## config.mk

```make
export PLATFORM = sky130hd
export DESIGN_NAME = tba_arbiter
export DESIGN_NICKNAME = d
export VERILOG_FILES = /design/src/rtl/tba_pkg.sv /design/src/rtl/tba_keygen.sv /design/src/rtl/tba_pick.sv /design/src/rtl/tba_arbiter.sv
export SDC_FILE = /design/constraint.sdc
export NUM_CORES = 1
export LEC_CHECK = 0
export BUFFER_PORTS_ARGS = -buffer_cell sky130_fd_sc_hd__clkbuf_2
export CORE_MARGIN = 2
export CORE_UTILIZATION = 30
export CTS_CLUSTER_DIAMETER = 50
export DETAILED_ROUTE_END_ITERATION = 12
export PLACE_DENSITY = 0.65
export SLEW_MARGIN = 20
export SYNTH_ARGS = -nofsm -noshare
export SYNTH_HDL_FRONTEND = slang
export SYNTH_SLANG_ARGS = --single-unit
```

## constraint.sdc

```tcl
create_clock -name clk -period 1.7 [get_ports clk]
set_input_delay 0.255 -clock clk [delete_from_list [all_inputs] [get_ports clk]]
set_output_delay 0.255 -clock clk [all_outputs]
set_load 0.03 [all_outputs]
```

## src/rtl/tba_pkg.sv

```systemverilog
package tba_pkg;
    localparam int NBUF   = 3;
    localparam int ID_W   = 29;
    localparam int STD_W  = 11;
    localparam int PRIO_W = 8;
    localparam int IDX_W  = $clog2(NBUF);
    localparam int KEY_W  = (ID_W > PRIO_W) ? ID_W : PRIO_W;

    typedef enum logic {
        ST_IDLE = 1'b0,
        ST_HOLD = 1'b1
    } arb_state_t;
endpackage

```

## src/rtl/tba_keygen.sv

```systemverilog
module tba_keygen
    import tba_pkg::*;
#(
    parameter int ID_W   = tba_pkg::ID_W,
    parameter int STD_W  = tba_pkg::STD_W,
    parameter int PRIO_W = tba_pkg::PRIO_W,
    parameter int KEY_W  = tba_pkg::KEY_W
) (
    input  logic              prio_mode,
    input  logic              ext,
    input  logic [ID_W-1:0]   id,
    input  logic [PRIO_W-1:0] prio,
    output logic [KEY_W-1:0]  key
);
    localparam int PAD_STD  = ID_W - STD_W;
    localparam int PAD_PRIO = KEY_W - PRIO_W;
    localparam int PAD_ID   = KEY_W - ID_W;

    logic [ID_W-1:0] id_key;

    // standard identifiers are left-aligned so they compare against extended ones
    always_comb begin
        if (ext) id_key = id;
        else     id_key = {id[STD_W-1:0], {PAD_STD{1'b0}}};
    end

    generate
        if (PAD_ID > 0) begin : g_id_pad
            always_comb begin
                if (prio_mode) key = {{PAD_PRIO{1'b0}}, prio};
                else           key = {{PAD_ID{1'b0}}, id_key};
            end
        end else begin : g_id_full
            always_comb begin
                if (prio_mode) key = {{PAD_PRIO{1'b0}}, prio};
                else           key = id_key;
            end
        end
    endgenerate
endmodule

```

## src/rtl/tba_pick.sv

```systemverilog
module tba_pick
    import tba_pkg::*;
#(
    parameter int NBUF  = tba_pkg::NBUF,
    parameter int KEY_W = tba_pkg::KEY_W,
    parameter int IDX_W = tba_pkg::IDX_W
) (
    input  logic [NBUF-1:0]             en,
    input  logic [NBUF-1:0][KEY_W-1:0]  keys,
    output logic                        any,
    output logic [IDX_W-1:0]            idx
);
    logic             c_have [NBUF+1];
    logic [KEY_W-1:0] c_key  [NBUF+1];
    logic [IDX_W-1:0] c_idx  [NBUF+1];

    assign c_have[0] = 1'b0;
    assign c_key[0]  = '0;
    assign c_idx[0]  = '0;

    // linear chain: a later buffer only displaces on a strictly smaller key
    generate
        for (genvar i = 0; i < NBUF; i++) begin : g_stage
            logic take;
            assign take          = en[i] & (~c_have[i] | (keys[i] < c_key[i]));
            assign c_have[i+1]   = c_have[i] | en[i];
            assign c_key[i+1]    = take ? keys[i] : c_key[i];
            assign c_idx[i+1]    = take ? IDX_W'(i) : c_idx[i];
        end
    endgenerate

    assign any = c_have[NBUF];
    assign idx = c_idx[NBUF];
endmodule

```

## src/rtl/tba_arbiter.sv

```systemverilog
module tba_arbiter
    import tba_pkg::*;
#(
    parameter int NBUF   = tba_pkg::NBUF,
    parameter int ID_W   = tba_pkg::ID_W,
    parameter int STD_W  = tba_pkg::STD_W,
    parameter int PRIO_W = tba_pkg::PRIO_W
) (
    input  logic                          clk,
    input  logic                          rst_n,
    input  logic                          sel_start,
    input  logic                          frame_done,
    input  logic                          prio_mode,
    input  logic [NBUF-1:0]               buf_req,
    input  logic [NBUF-1:0]               buf_ext,
    input  logic [NBUF-1:0][ID_W-1:0]     buf_id,
    input  logic [NBUF-1:0][PRIO_W-1:0]   buf_prio,
    output logic                          win_valid,
    output logic [$clog2(NBUF)-1:0]       win_idx
);
    localparam int IDX_W = $clog2(NBUF);
    localparam int KEY_W = (ID_W > PRIO_W) ? ID_W : PRIO_W;

    logic [NBUF-1:0][KEY_W-1:0] keys;
    logic                       pick_any;
    logic [IDX_W-1:0]           pick_idx;
    arb_state_t                 state_q, state_d;

    generate
        for (genvar b = 0; b < NBUF; b++) begin : g_key
            tba_keygen #(
                .ID_W  (ID_W),
                .STD_W (STD_W),
                .PRIO_W(PRIO_W),
                .KEY_W (KEY_W)
            ) u_key (
                .prio_mode(prio_mode),
                .ext      (buf_ext[b]),
                .id       (buf_id[b]),
                .prio     (buf_prio[b]),
                .key      (keys[b])
            );
        end
    endgenerate

    tba_pick #(
        .NBUF (NBUF),
        .KEY_W(KEY_W),
        .IDX_W(IDX_W)
    ) u_pick (
        .en  (buf_req),
        .keys(keys),
        .any (pick_any),
        .idx (pick_idx)
    );

    // next-state logic: GRANT, EMPTY, RELEASE
    always_comb begin
        state_d = state_q;
        unique case (state_q)
            ST_IDLE: if (sel_start && pick_any) state_d = ST_HOLD;
            ST_HOLD: if (frame_done)            state_d = ST_IDLE;
            default:                            state_d = ST_IDLE;
        endcase
    end

    // state register
    always_ff @(posedge clk or negedge rst_n) begin
        if (!rst_n) state_q <= ST_IDLE;
        else        state_q <= state_d;
    end

    // output register: index captured only on GRANT
    always_ff @(posedge clk or negedge rst_n) begin
        if (!rst_n) begin
            win_valid <= 1'b0;
            win_idx   <= '0;
        end else begin
            win_valid <= (state_d == ST_HOLD);
            if (state_q == ST_IDLE && state_d == ST_HOLD)
                win_idx <= pick_idx;
        end
    end
endmodule

```

### Yosys cells after proc, flatten, opt, wreduce, memory -nomap -nowiden

Index checks and enable logic that the tools add are counted.

* magnitude comparators: 2
* muxes and demuxes: 13
* bitwise gates (word level): 9
* reduce and logical (&&, ||, !) cells: 2

Operators by type and width (count)
* 29-bit 2-to-1 mux: 8
* 29-bit < comparator: 2
* 1-bit OR: 4
* 1-bit 2-to-1 mux: 3
* 1-bit NOT: 3
* 1-bit AND: 2
* 1-bit logical AND: 2
* 2-bit 2-to-1 mux: 1
* 1-bit one-hot mux with 2 select lines: 1

* register bits after elaboration: 3
* output and inout bits: 3

### Depth between registers and ports, before layout

Gate-level depths: netlist (run 1).

* depth in word-level cells: 11
* gate-level depth with buffers: 24
* mapped depth without buffers: 20

### Cells and area by module

A second synthesis (run 1) with hierarchy kept.

* cells, all modules: 402
* area total of the unflattened synthesis: 2889.0 um2

By module, submodules not included
* tba_pick: times used 1, cells each 256, area an instance 1760.4 um2
* tba_keygen: times used 3, cells each 46, area an instance 331.6 um2
* tba_arbiter: times used 1, cells each 8, area an instance 133.9 um2

### Least setup slack after synthesis (run 1)

No wires, ideal clock.

* path kind: input port to flip-flop
* start: in buf_req[0]
* end: reg win_idx[0]
* library setup time: 0.121 ns
* arrival time: 4.769 ns
* slack: -3.190 ns
* cell stages on the path: 23
* path buffers: 4
* cell sequence: clkbuf_1 > inv_1 > nor2_1 > and2_1 > clkbuf_1 > nand2_1 > ha_1 > nand4_1 > or4_1 > o32ai_1 > o41ai_4 > a21o_1 > buf_4 > buf_4 > o21a_1 > ha_1 > a2111oi_0 > o31ai_1 > a31oi_1 > a221oi_1 > a311oi_1 > o41ai_2 > a22o_1

* word-level cells in the longest chain between the ends: 9
* elaborated cells between the ends (all ways): 18

RTL lines
* start: declaration: line tba_arbiter.sv:14 `input logic [NBUF-1:0] buf_req,`
* 29-bit 2-to-1 mux: line tba_pick.sv:27 `assign c_key[i+1] = take ? keys[i] : c_key[i];`
* 29-bit < comparator: line tba_pick.sv:25 `assign take = en[i] & (~c_have[i] | (keys[i] < c_key[i]));`
* 1-bit OR: line tba_pick.sv:25
* 1-bit AND: line tba_pick.sv:25
* 29-bit 2-to-1 mux: line tba_pick.sv:27
* 29-bit < comparator: line tba_pick.sv:25
* 1-bit OR: line tba_pick.sv:25
* 1-bit AND: line tba_pick.sv:25
* 2-bit 2-to-1 mux: line tba_pick.sv:28 `assign c_idx[i+1] = take ? IDX_W'(i) : c_idx[i];`
* end signal: assignment: line tba_arbiter.sv:81 `win_idx <= pick_idx;`
* end: declaration: line tba_arbiter.sv:19 `output logic [$clog2(NBUF)-1:0] win_idx`

Several ways; a longest one is shown, not always the timed one.
A chain may end at the register's enable or synchronous reset.

### Worst setup path after layout (run 1)

* start: in prio_mode
* end: reg win_idx[0]

* word-level cells in the longest chain between the ends: 10
* elaborated cells between the ends (all ways): 13

RTL lines
* start: declaration: line tba_arbiter.sv:13 `input logic prio_mode,`
* 29-bit 2-to-1 mux: line tba_keygen.sv:35 `if (prio_mode) key = {{PAD_PRIO{1'b0}}, prio};`
* 29-bit 2-to-1 mux: line tba_pick.sv:27
* 29-bit < comparator: line tba_pick.sv:25
* 1-bit OR: line tba_pick.sv:25
* 1-bit AND: line tba_pick.sv:25
* 29-bit 2-to-1 mux: line tba_pick.sv:27
* 29-bit < comparator: line tba_pick.sv:25
* 1-bit OR: line tba_pick.sv:25
* 1-bit AND: line tba_pick.sv:25
* 2-bit 2-to-1 mux (*): line tba_pick.sv:28

Every way passes the cells marked *; elsewhere a longest branch is shown, timed or not.

==> results of run 1 <==
-- timing repair --
item	in CTS	in global routing
gates resized for setup	21	40
hold endpoints to repair	3	0
pin swaps	25	23
setup buffers	9	7
hold buffers	1	0
endpoints found under the setup margin	2	2
-- metal layers --
| metal | vias to the layer above | global-route usage | wire, um |
|---|---|---|---|
| met3 | 12 | 0.0160 | 557 |
| met1 | 1672 | 0.272 | 4860 |
| met4 | 0 | 0.0295 | 142 |
| met5 | - | 0 | 0 |
| met2 | 113 | 0.355 | 5470 |
| li1 | 1856 | - | - |
-- critical path, cell delays in order --
cell	delay [ns]
clkbuf_16	0.14
buf_12	0.12
nor2_4	0.08
and2_4	0.20
buf_6	0.12
nand2_4	0.05
ha_4	0.26
nand4_1	0.12
or4_4	0.55
o32ai_4	0.13
o41ai_4	0.10
a21o_4	0.25
buf_6	0.13
buf_4	0.15
buf_4	0.15
nor2_4	0.10
a21oi_2	0.05
ha_1	0.32
a21o_1	0.17
a21oi_2	0.13
o21ai_1	0.09
a311oi_2	0.32
o41ai_4	0.15
a22o_1	0.19
-- power by group through the flow --
stage               Combinational, mW  Sequential (mW)  Clock (mW)
global placement                 1.27           0.0985           0
global route                     1.66            0.102       0.220
CTS                              1.37           0.0990       0.210
floorplan                       0.740            0.130           0
detailed placement               1.31           0.0997           0
finish                           1.52           0.0991       0.206
-- cell type report --
| type | count | area share |
|---|---|---|
| clock buffer | 4 | 0.00967 |
| inverter | 5 | 0.00510 |
| multi-input combinational | 356 | 0.616 |
| sequential | 3 | 0.0161 |
| tap | 108 | 0.0290 |
| timing repair buffer | 227 | 0.324 |
-- path summary, 6_finish.rpt --
check | slack (ns) | start | endpoint
worst max-delay path | -2.53 | prio_mode | win_idx[0]
worst min-delay path | 0.24 | frame_done | win_valid
worst max register to register | 0.65 | win_valid | win_idx[0]
worst min register to register | 0.50 | win_idx[1] | win_idx[1]
max in group asynchronous | 1.21 | rst_n | win_idx[0]
min in group asynchronous | 0.38 | rst_n | win_valid
-- cell usage in the layout (no fill, tap or decap), types with 3 or more instances in the layout --
master / n
a21o_1: 3
a21oi_1: 26
a21oi_2: 7
a221oi_2: 4
a22o_1: 22
and2_1: 19
buf_12: 4
buf_4: 90
buf_6: 7
clkbuf_2: 122
clkbuf_8: 4
dfrtp_1: 3
ha_1: 45
ha_2: 3
ha_4: 8
inv_1: 4
mux2_2: 11
mux2i_1: 21
nand2_1: 58
nand2_2: 5
nand3_1: 5
nand4_1: 7
nor2_1: 36
nor2b_1: 4
nor3_1: 3
o21a_1: 19
o21ai_0: 8
o21ai_1: 6
-- sequential cells by signal (all words and copies together) (netlist names) --
register / cells
win_idx: 2
win_valid: 1
-- logic make-up (layout without fill, tap and decap cells) --
family,Yosys count,after routing,share of synthesized area
buffers and inverters,27,236,0.0472
muxes,33,33,0.125
adders and majority gates,56,56,0.254
and+or+nand+nor,153,153,0.250
DFF,3,3,0.0272
AOI/OAI and AO/OA,114,114,0.296
==> flow_summary_export.csv, run 1 <==
group,metric,value,unit
synth,synthCells,386,
clock_network,clockBufferDepth,2,
critical_path,cp_max_fo,6,
placed_design,post-place-cells,683,
layout,finalNonFillerCells,703,
synth,synth_top_area_frac,0.254,
power_and_ir_drop,powerDensity,392,nW/um^2
layout,multi_input_area,2870,sq um
synth,syn_nets,564,
layout,layout.nets,774,
clock_network,path_clk_slew,0.03,ns
synth,yosysWarnings,0,
sta,setup_ws,-2.53,ns
sta,finalCritPeriodShare,2.49,
floorplanning,num_rows,34,
critical_path,cp_data_required_time,1.80,ns
critical_path,critPathKind,"input port to flop",
clock_network,insertion_delay,0.21,ns
sta,fin_setup_tns,-4.97,ns
critical_path,start_kind,"input port",
power_and_ir_drop,power,1.83,mW
sta,hold_violations,0,
clock_network,cts_num_sinks,3,
placed_design,place_area,4170,sq um
placed_design,gp_congestion,0.880,
clock_network,htreeDepth,1,
critical_path,cp.arrival,4.33,ns
floorplanning,coreArea,8810,sq um
sta,timing.fmax,236,MHz
synth,yosys.area.top_type,"ha_1",
sta,setup-violations-final,2,
critical_path,cp-end-kind,"flop",
synth,synth-seq-area-share,0.0272,
detailed_routing,first_iter_violations,174,
synth,synth_seq_cells,3,
layout,postLayoutCoreUtil,0.529,
min_path,hp-class,"input port to flop",
power_and_ir_drop,pwr-share-seq,0.054,
synth,ys_top_cells_by_area,"ha_1, nand2_1, mux2i_1",
power_and_ir_drop,power.internal,1.03,mW
synth,synth.distinct_cells,42,
clock_network,cts_tree,"done",
clock_network,cts_root_buffer,"clkbuf_8",
sta,period_minus_slack,4.23,ns
layout,antenna_cells,0,
min_path,min_path_cells,2,
floorplanning,fp.dieH,99.9,um
floorplanning,die-area,9980,sq um
placed_design,port_buffers,124,
power_and_ir_drop,p_switching,796,uW
synth,synthesis.area,2760,sq um
global_route,grt_pass1_wl,16300,um
outcome,violations,"negative setup slack",
sta,maxSlewViolCount,0,
layout,final_area,4660,sq um
synth,yosysMostFrequentCell,"nand2_1",
synth,syn_area_per_cell,7.14,sq um
power_and_ir_drop,leakagePower,2.29,nW
synth,synth_edf_count,0,
detailed_routing,wl,11000,um
detailed_routing,drc,0,
run,maxCapViolations,0,
critical_path,r2r_cells,4,
floorplanning,initial_core_util,0.313,
global_route,track_usage,0.201,
detailed_routing,wire_per_inst,15.7,um
sta,finClkSkew,0.000320,ns
detailed_routing,num_vias,3653,
synth,synthFlopType,"dfrtp_1",
layout,syn2layout_area_growth,69.0,%
detailed_routing,dr.pass1.iters,4,
sta,rsz0062_at_grt,"true",
power_and_ir_drop,swShare,0.436,
global_route,grt_max_degree,25,
global_route,overflow,0,
power_and_ir_drop,comb_power_share,0.833,
outcome,status,"finished with violations",
placed_design,place_ws,-2.84,ns
sta,worst-slew-pin-transition,0.443,ns
global_route,grt_pass1_vias,3527,
floorplanning,die_x,99.9,um
power_and_ir_drop,clockPowerShare,0.113,
layout,regArea,75.1,sq um
layout,layout-drive-gt1-share,0.492,
global_route,antenna_found_initial,0,
floorplanning,io_pins,125,
sta,whs,0.242,ns
clock_network,cts_buffers,3,
detailed_routing,postRouteAntennaNets,0,
layout,fillers,847,
power_and_ir_drop,ir_worst_vdd,0.673,mV
placed_design,post-dp-hpwl,9130,um
sta,slew_headroom,0.704,
synth,ys_top_cells_by_count,"nand2_1, ha_1, nor2_1, a21oi_1",
detailed_routing,vias_per_cell,5.20,
synth,synthArstFlopShare,1.00,
No activity file was read; power rests on OpenSTA's default activity.
==> run 2, diff against run 1 <==
--- a/config.mk
+++ b/config.mk
@@ -8,6 +8,7 @@
 export BUFFER_PORTS_ARGS = -buffer_cell sky130_fd_sc_hd__clkbuf_2
 export CORE_MARGIN = 2
 export CORE_UTILIZATION = 30
+export CTS_BUF_LIST = sky130_fd_sc_hd__clkbuf_4 sky130_fd_sc_hd__clkbuf_8 sky130_fd_sc_hd__clkbuf_16
 export CTS_CLUSTER_DIAMETER = 50
 export DETAILED_ROUTE_END_ITERATION = 12
 export PLACE_DENSITY = 0.65
==> flow_summary_export.csv, run 2 (synthesized netlist as in run 1, its figures left out) <==
group,metric,value,unit
sta,finClkSkew,0.000180,ns
critical_path,cp-end-kind,"flop",
clock_network,cts_buffers,3,
clock_network,htreeDepth,1,
sta,setup-violations-final,2,
critical_path,cp_data_required_time,1.80,ns
sta,worst-slew-pin-transition,0.443,ns
placed_design,post-dp-hpwl,9130,um
detailed_routing,num_vias,3653,
power_and_ir_drop,powerDensity,395,nW/um^2
detailed_routing,dr.pass1.iters,4,
placed_design,port_buffers,124,
detailed_routing,vias_per_cell,5.20,
layout,mostFrequentLayoutCell,"clkbuf_2",
sta,fin_setup_tns,-4.97,ns
critical_path,cp_max_fo,6,
detailed_routing,wl,11000,um
floorplanning,fp.dieH,99.9,um
clock_network,clockBufferDepth,2,
placed_design,place_ws,-2.84,ns
clock_network,cts_tree,"done",
critical_path,start_kind,"input port",
min_path,hp-class,"input port to flop",
layout,syn2layout_area_growth,69.1,%
global_route,grt_pass1_vias,3527,
power_and_ir_drop,pwr-share-seq,0.054,
clock_network,cts_root_buffer,"clkbuf_8",
power_and_ir_drop,comb_power_share,0.826,
floorplanning,coreArea,8810,sq um
outcome,status,"finished with violations",
critical_path,critPathKind,"input port to flop",
clock_network,path_clk_slew,0.03,ns
floorplanning,die_x,99.9,um
global_route,antenna_found_initial,0,
detailed_routing,wire_per_inst,15.7,um
power_and_ir_drop,leakagePower,2.29,nW
clock_network,insertion_delay,0.21,ns
critical_path,cp.arrival,4.33,ns
sta,slew_headroom,0.704,
power_and_ir_drop,power.internal,1.05,mW
detailed_routing,postRouteAntennaNets,0,
sta,rsz0062_at_grt,"true",
global_route,grt_pass1_wl,16300,um
outcome,violations,"negative setup slack",
detailed_routing,drc,0,
floorplanning,initial_core_util,0.313,
sta,period_minus_slack,4.23,ns
power_and_ir_drop,ir_worst_vdd,0.674,mV
sta,whs,0.242,ns
power_and_ir_drop,p_switching,796,uW
sta,hold_violations,0,
sta,maxSlewViolCount,0,
sta,setup_ws,-2.53,ns
layout,largest_register_ffs,2,
global_route,grt_max_degree,25,
layout,layout.nets,774,
clock_network,cts_num_sinks,3,
layout,layout-drive-gt1-share,0.494,
layout,fillers,847,
global_route,overflow,0,
placed_design,gp_congestion,0.880,
run,maxCapViolations,0,
floorplanning,io_pins,125,
floorplanning,num_rows,34,
sta,timing.fmax,236,MHz
detailed_routing,first_iter_violations,172,
layout,final_cell_mix,"clkbuf_2, buf_4, nand2_1",
global_route,track_usage,0.201,
power_and_ir_drop,clockPowerShare,0.121,
layout,regMostFlops,"win_idx",
layout,antenna_cells,0,
layout,reg.largest.list,"win_idx (2), win_valid (1)",
floorplanning,die-area,9980,sq um
sta,finalCritPeriodShare,2.49,
power_and_ir_drop,swShare,0.432,
==> run 2: cell count changes in the layout (fill, tap and decap cells not counted) <==
| cell | delta |
|---|---|
| clkbuf_1 | -1 |
| clkbuf_4 | +1 |
==> run 2: power by group through the flow <==
stage | Combinational (mW) | Clock [mW] | Sequential [mW]
final | 1.52 | 0.222 | 0.0992
after global routing | 1.66 | 0.236 | 0.102
after CTS | 1.37 | 0.226 | 0.0990
after detailed placement | 1.31 | 0 | 0.0997
after global placement | 1.27 | 0 | 0.0985
after floorplan | 0.740 | 0 | 0.130
==> run 2: stage by stage <==
step            util  total power [mW]  cells  area (sq um)
2_1_floorplan      -             0.869    386          2910
3_3_place_gp   0.474              1.37    683          4170
3_5_place_dp   0.474              1.41    683          4170
4_1_cts        0.499              1.70    696          4390
5_1_grt        0.530              1.99    703          4660
6_report       0.530              1.84    703          4660
==> run 2: path summary, 6_finish.rpt <==
check                           startpoint         end  slack, ns  cells past startpoint
worst max register to register   win_valid  win_idx[0]       0.65                      4
worst min register to register  win_idx[1]  win_idx[1]       0.50                      2
worst max-delay path             prio_mode  win_idx[0]      -2.53                     24
worst min-delay path            frame_done   win_valid       0.24                      2
max in group asynchronous            rst_n  win_idx[0]       1.21                      2
min in group asynchronous            rst_n   win_valid       0.38                      2
==> run 2: critical path, stage by stage <==
cell and delay [ns]:
clkbuf_16 0.14, buf_12 0.12, nor2_4 0.08, and2_4 0.20
buf_6 0.12, nand2_4 0.05, ha_4 0.26, nand4_1 0.12
or4_4 0.55, o32ai_4 0.13, o41ai_4 0.10, a21o_4 0.25
buf_6 0.13, buf_4 0.15, buf_4 0.15, nor2_4 0.10
a21oi_2 0.05, ha_1 0.32, a21o_1 0.17, a21oi_2 0.13
o21ai_1 0.09, a311oi_2 0.32, o41ai_4 0.15, a22o_1 0.19
==> run 2: timing repair <==
action,4_1_cts,5_1_grt
hold endpoints to repair,3,0
gates resized for setup,21,40
hold buffers,1,0
pin swaps,25,23
endpoints found under the setup margin,2,2
buffers inserted,9,7
==> run 2: layer usage <==
layer  global-route usage  up-vias  wire length (um)
met5                    0        -                 0
met3               0.0160       12               557
met2                0.355      113              5470
met4               0.0295        0               142
met1                0.272     1672              4860
li1                     -     1856                 -
==> run 2: cell type report <==
type | count | area [sq um] | share of cell area
multi-input cells | 356 | 2870 | 0.616
repair buffers | 227 | 1510 | 0.324
well taps | 108 | 135 | 0.0290
flip-flops and latches | 3 | 75.1 | 0.0161
clock buffers | 4 | 48.8 | 0.0105
inverters | 5 | 23.8 | 0.00510
==> run 3, diff against run 2 <==
--- a/config.mk
+++ b/config.mk
@@ -6,7 +6,6 @@
 export NUM_CORES = 1
 export LEC_CHECK = 0
 export BUFFER_PORTS_ARGS = -buffer_cell sky130_fd_sc_hd__clkbuf_2
-export CORE_MARGIN = 2
 export CORE_UTILIZATION = 30
 export CTS_BUF_LIST = sky130_fd_sc_hd__clkbuf_4 sky130_fd_sc_hd__clkbuf_8 sky130_fd_sc_hd__clkbuf_16
 export CTS_CLUSTER_DIAMETER = 50
==> flow_summary_export.csv, run 3 (synthesized netlist as in run 1, its figures left out) <==
group,metric,value,unit
layout,regMostFlops,"win_idx",
clock_network,insertion_delay,0.22,ns
layout,antenna_cells,0,
outcome,status,"finished with violations",
layout,syn2layout_area_growth,69.9,%
sta,setup-violations-final,2,
critical_path,crit_chain,"clkbuf_16 > buf_8 > nor2_4 > and2_4 > buf_4 > buf_12 > nand2_2 > ha_4 > a21oi_2 > o21ai_2 > buf_4 > o41ai_4 > a21o_4 > buf_6 > nand2_2 > o21a_4 > ha_4 > a2111oi_4 > o31ai_1 > a31oi_1 > a221oi_1 > a311oi_1 > o41ai_2 > a22o_1",
floorplanning,die_x,97.9,um
layout,fillers,846,
min_path,hp-class,"input port to flop",
critical_path,cp.arrival,4.28,ns
sta,period_minus_slack,4.18,ns
floorplanning,num_rows,34,
detailed_routing,num_vias,3668,
clock_network,path_clk_slew,0.03,ns
clock_network,cts_root_buffer,"clkbuf_8",
power_and_ir_drop,powerDensity,392,nW/um^2
global_route,grt_pass1_vias,3685,
detailed_routing,wl,10600,um
critical_path,cp_data_required_time,1.80,ns
placed_design,port_buffers,124,
critical_path,cp_slowest_cell,"o41ai_4",
critical_path,critPathKind,"input port to flop",
detailed_routing,vias_per_cell,5.19,
sta,setup_ws,-2.48,ns
floorplanning,io_pins,125,
global_route,grt_pass1_wl,16800,um
layout,layout-drive-gt1-share,0.501,
layout,layout.nets,778,
detailed_routing,dr.pass1.iters,10,
placed_design,gp_congestion,0.896,
floorplanning,initial_core_util,0.313,
power_and_ir_drop,ir_worst_vdd,0.557,mV
sta,finClkSkew,0.00261,ns
detailed_routing,dr_wl_met3,573,um
detailed_routing,routed.top_layer,"met4",
global_route,overflow,0,
clock_network,htreeDepth,1,
floorplanning,fp.dieH,97.9,um
detailed_routing,wirelength_met1,4750,um
sta,hold_violations,0,
critical_path,r2r_slack,0.64,ns
clock_network,cts_buffers,3,
clock_network,cts_num_sinks,3,
clock_network,cts_tree,"done",
critical_path,r2r-end,"win_idx[0]",
clock_network,clockBufferDepth,2,
global_route,track_usage,0.216,
detailed_routing,drc,8,
sta,fin_setup_tns,-4.83,ns
critical_path,cp-startpoint,"prio_mode",
sta,rsz0062_at_grt,"true",
sta,slew_headroom,0.481,
sta,finalCritPeriodShare,2.46,
global_route,grt_max_degree,22,
layout,mostFrequentLayoutCell,"clkbuf_2",
run,maxCapViolations,0,
power_and_ir_drop,power,1.84,mW
detailed_routing,first_iter_violations,161,
critical_path,r2r_cells,4,
critical_path,slowest_delay,0.38,ns
placed_design,post-dp-hpwl,8930,um
detailed_routing,wire_per_inst,15.0,um
detailed_routing,postRouteAntennaNets,0,
sta,timing.fmax,239,MHz
sta,worst-slew-pin-transition,0.776,ns
critical_path,rr_startpoint,"win_valid",
sta,maxSlewViolCount,0,
critical_path,cp.depth,24,
layout,final_cell_mix,"clkbuf_2, buf_4, nand2_1",
floorplanning,die-area,9580,sq um
critical_path,cp_max_fo,7,
detailed_routing,met2_length,5150,um
power_and_ir_drop,leakagePower,2.31,nW
outcome,violations,"design-rule violations, negative setup slack",
placed_design,place_area,4180,sq um
critical_path,start_kind,"input port",
layout,final_area,4680,sq um
layout,largest_register_ffs,2,
global_route,antenna_found_initial,0,
critical_path,path_buf_inv,6,
layout,reg.largest.list,"win_idx (2), win_valid (1)",
critical_path,endpoint,"win_idx[0]",
floorplanning,coreArea,8810,sq um
critical_path,cp_top_family,"compound AO/OA/AOI/OAI gates",
critical_path,cp-end-kind,"flop",
-- run 3: how the worst min path moves through the flow --
stage	start	to	slack, ns	cells past startpoint
after floorplan	rst_n	win_idx[0]	-0.04	0
after global placement	rst_n	win_valid	0.05	1
after detailed placement	rst_n	win_valid	0.05	1
after CTS	frame_done	win_valid	0.22	2
after global routing	frame_done	win_valid	0.26	2
final	frame_done	win_valid	0.23	2
-- run 3: report_power, final --
| part | internal, mW | total (mW) | switching [mW] |
|---|---|---|---|
| registers | 0.0881 | 0.0977 | 0.00957 |
| logic | 0.782 | 1.51 | 0.728 |
| clock network | 0.176 | 0.230 | 0.0534 |
| total | 1.05 | 1.84 | 0.791 |
-- run 3: through the flow --
stage           util  std cells  setup WS, ns  hold slack [ns]
2_1_floorplan      -        386         -2.44          -0.0406
3_3_place_gp   0.474        685         -2.68           0.0548
3_5_place_dp   0.474        685         -2.78           0.0540
4_1_cts        0.507        704         -2.45            0.224
5_1_grt        0.532        707         -2.58            0.255
6_report       0.532        707         -2.48            0.229
-- run 3: area by class of cell --
cell class | instances | area (sq um) | area share
multi-input combinational | 356 | 2890 | 0.616
sequential | 3 | 75.1 | 0.0160
inverter | 5 | 23.8 | 0.00507
tap | 108 | 135 | 0.0288
timing repair buffer | 231 | 1520 | 0.323
clock buffer | 4 | 48.8 | 0.0104
-- run 3: worst reg2reg max path, cell delays in order, from the launching register on --
cell and delay, ns:
dfrtp_1 0.37, inv_1 0.07, nand2_1 0.08, a21o_1 0.19, a22o_1 0.24
-- run 3: repair_timing --
action	CTS	global route
setup buffers	14	3
hold endpoints to repair	3	0
hold buffers	1	0
setup endpoints to repair	2	2
pin swaps	13	19
gates resized for setup	24	37
-- run 3: per-layer routing --
metal | track usage | up-vias
li1 | - | 1855
met1 | 0.278 | 1678
met2 | 0.380 | 123
met3 | 0.0251 | 12
met4 | 0.0524 | 0
met5 | 0 | -
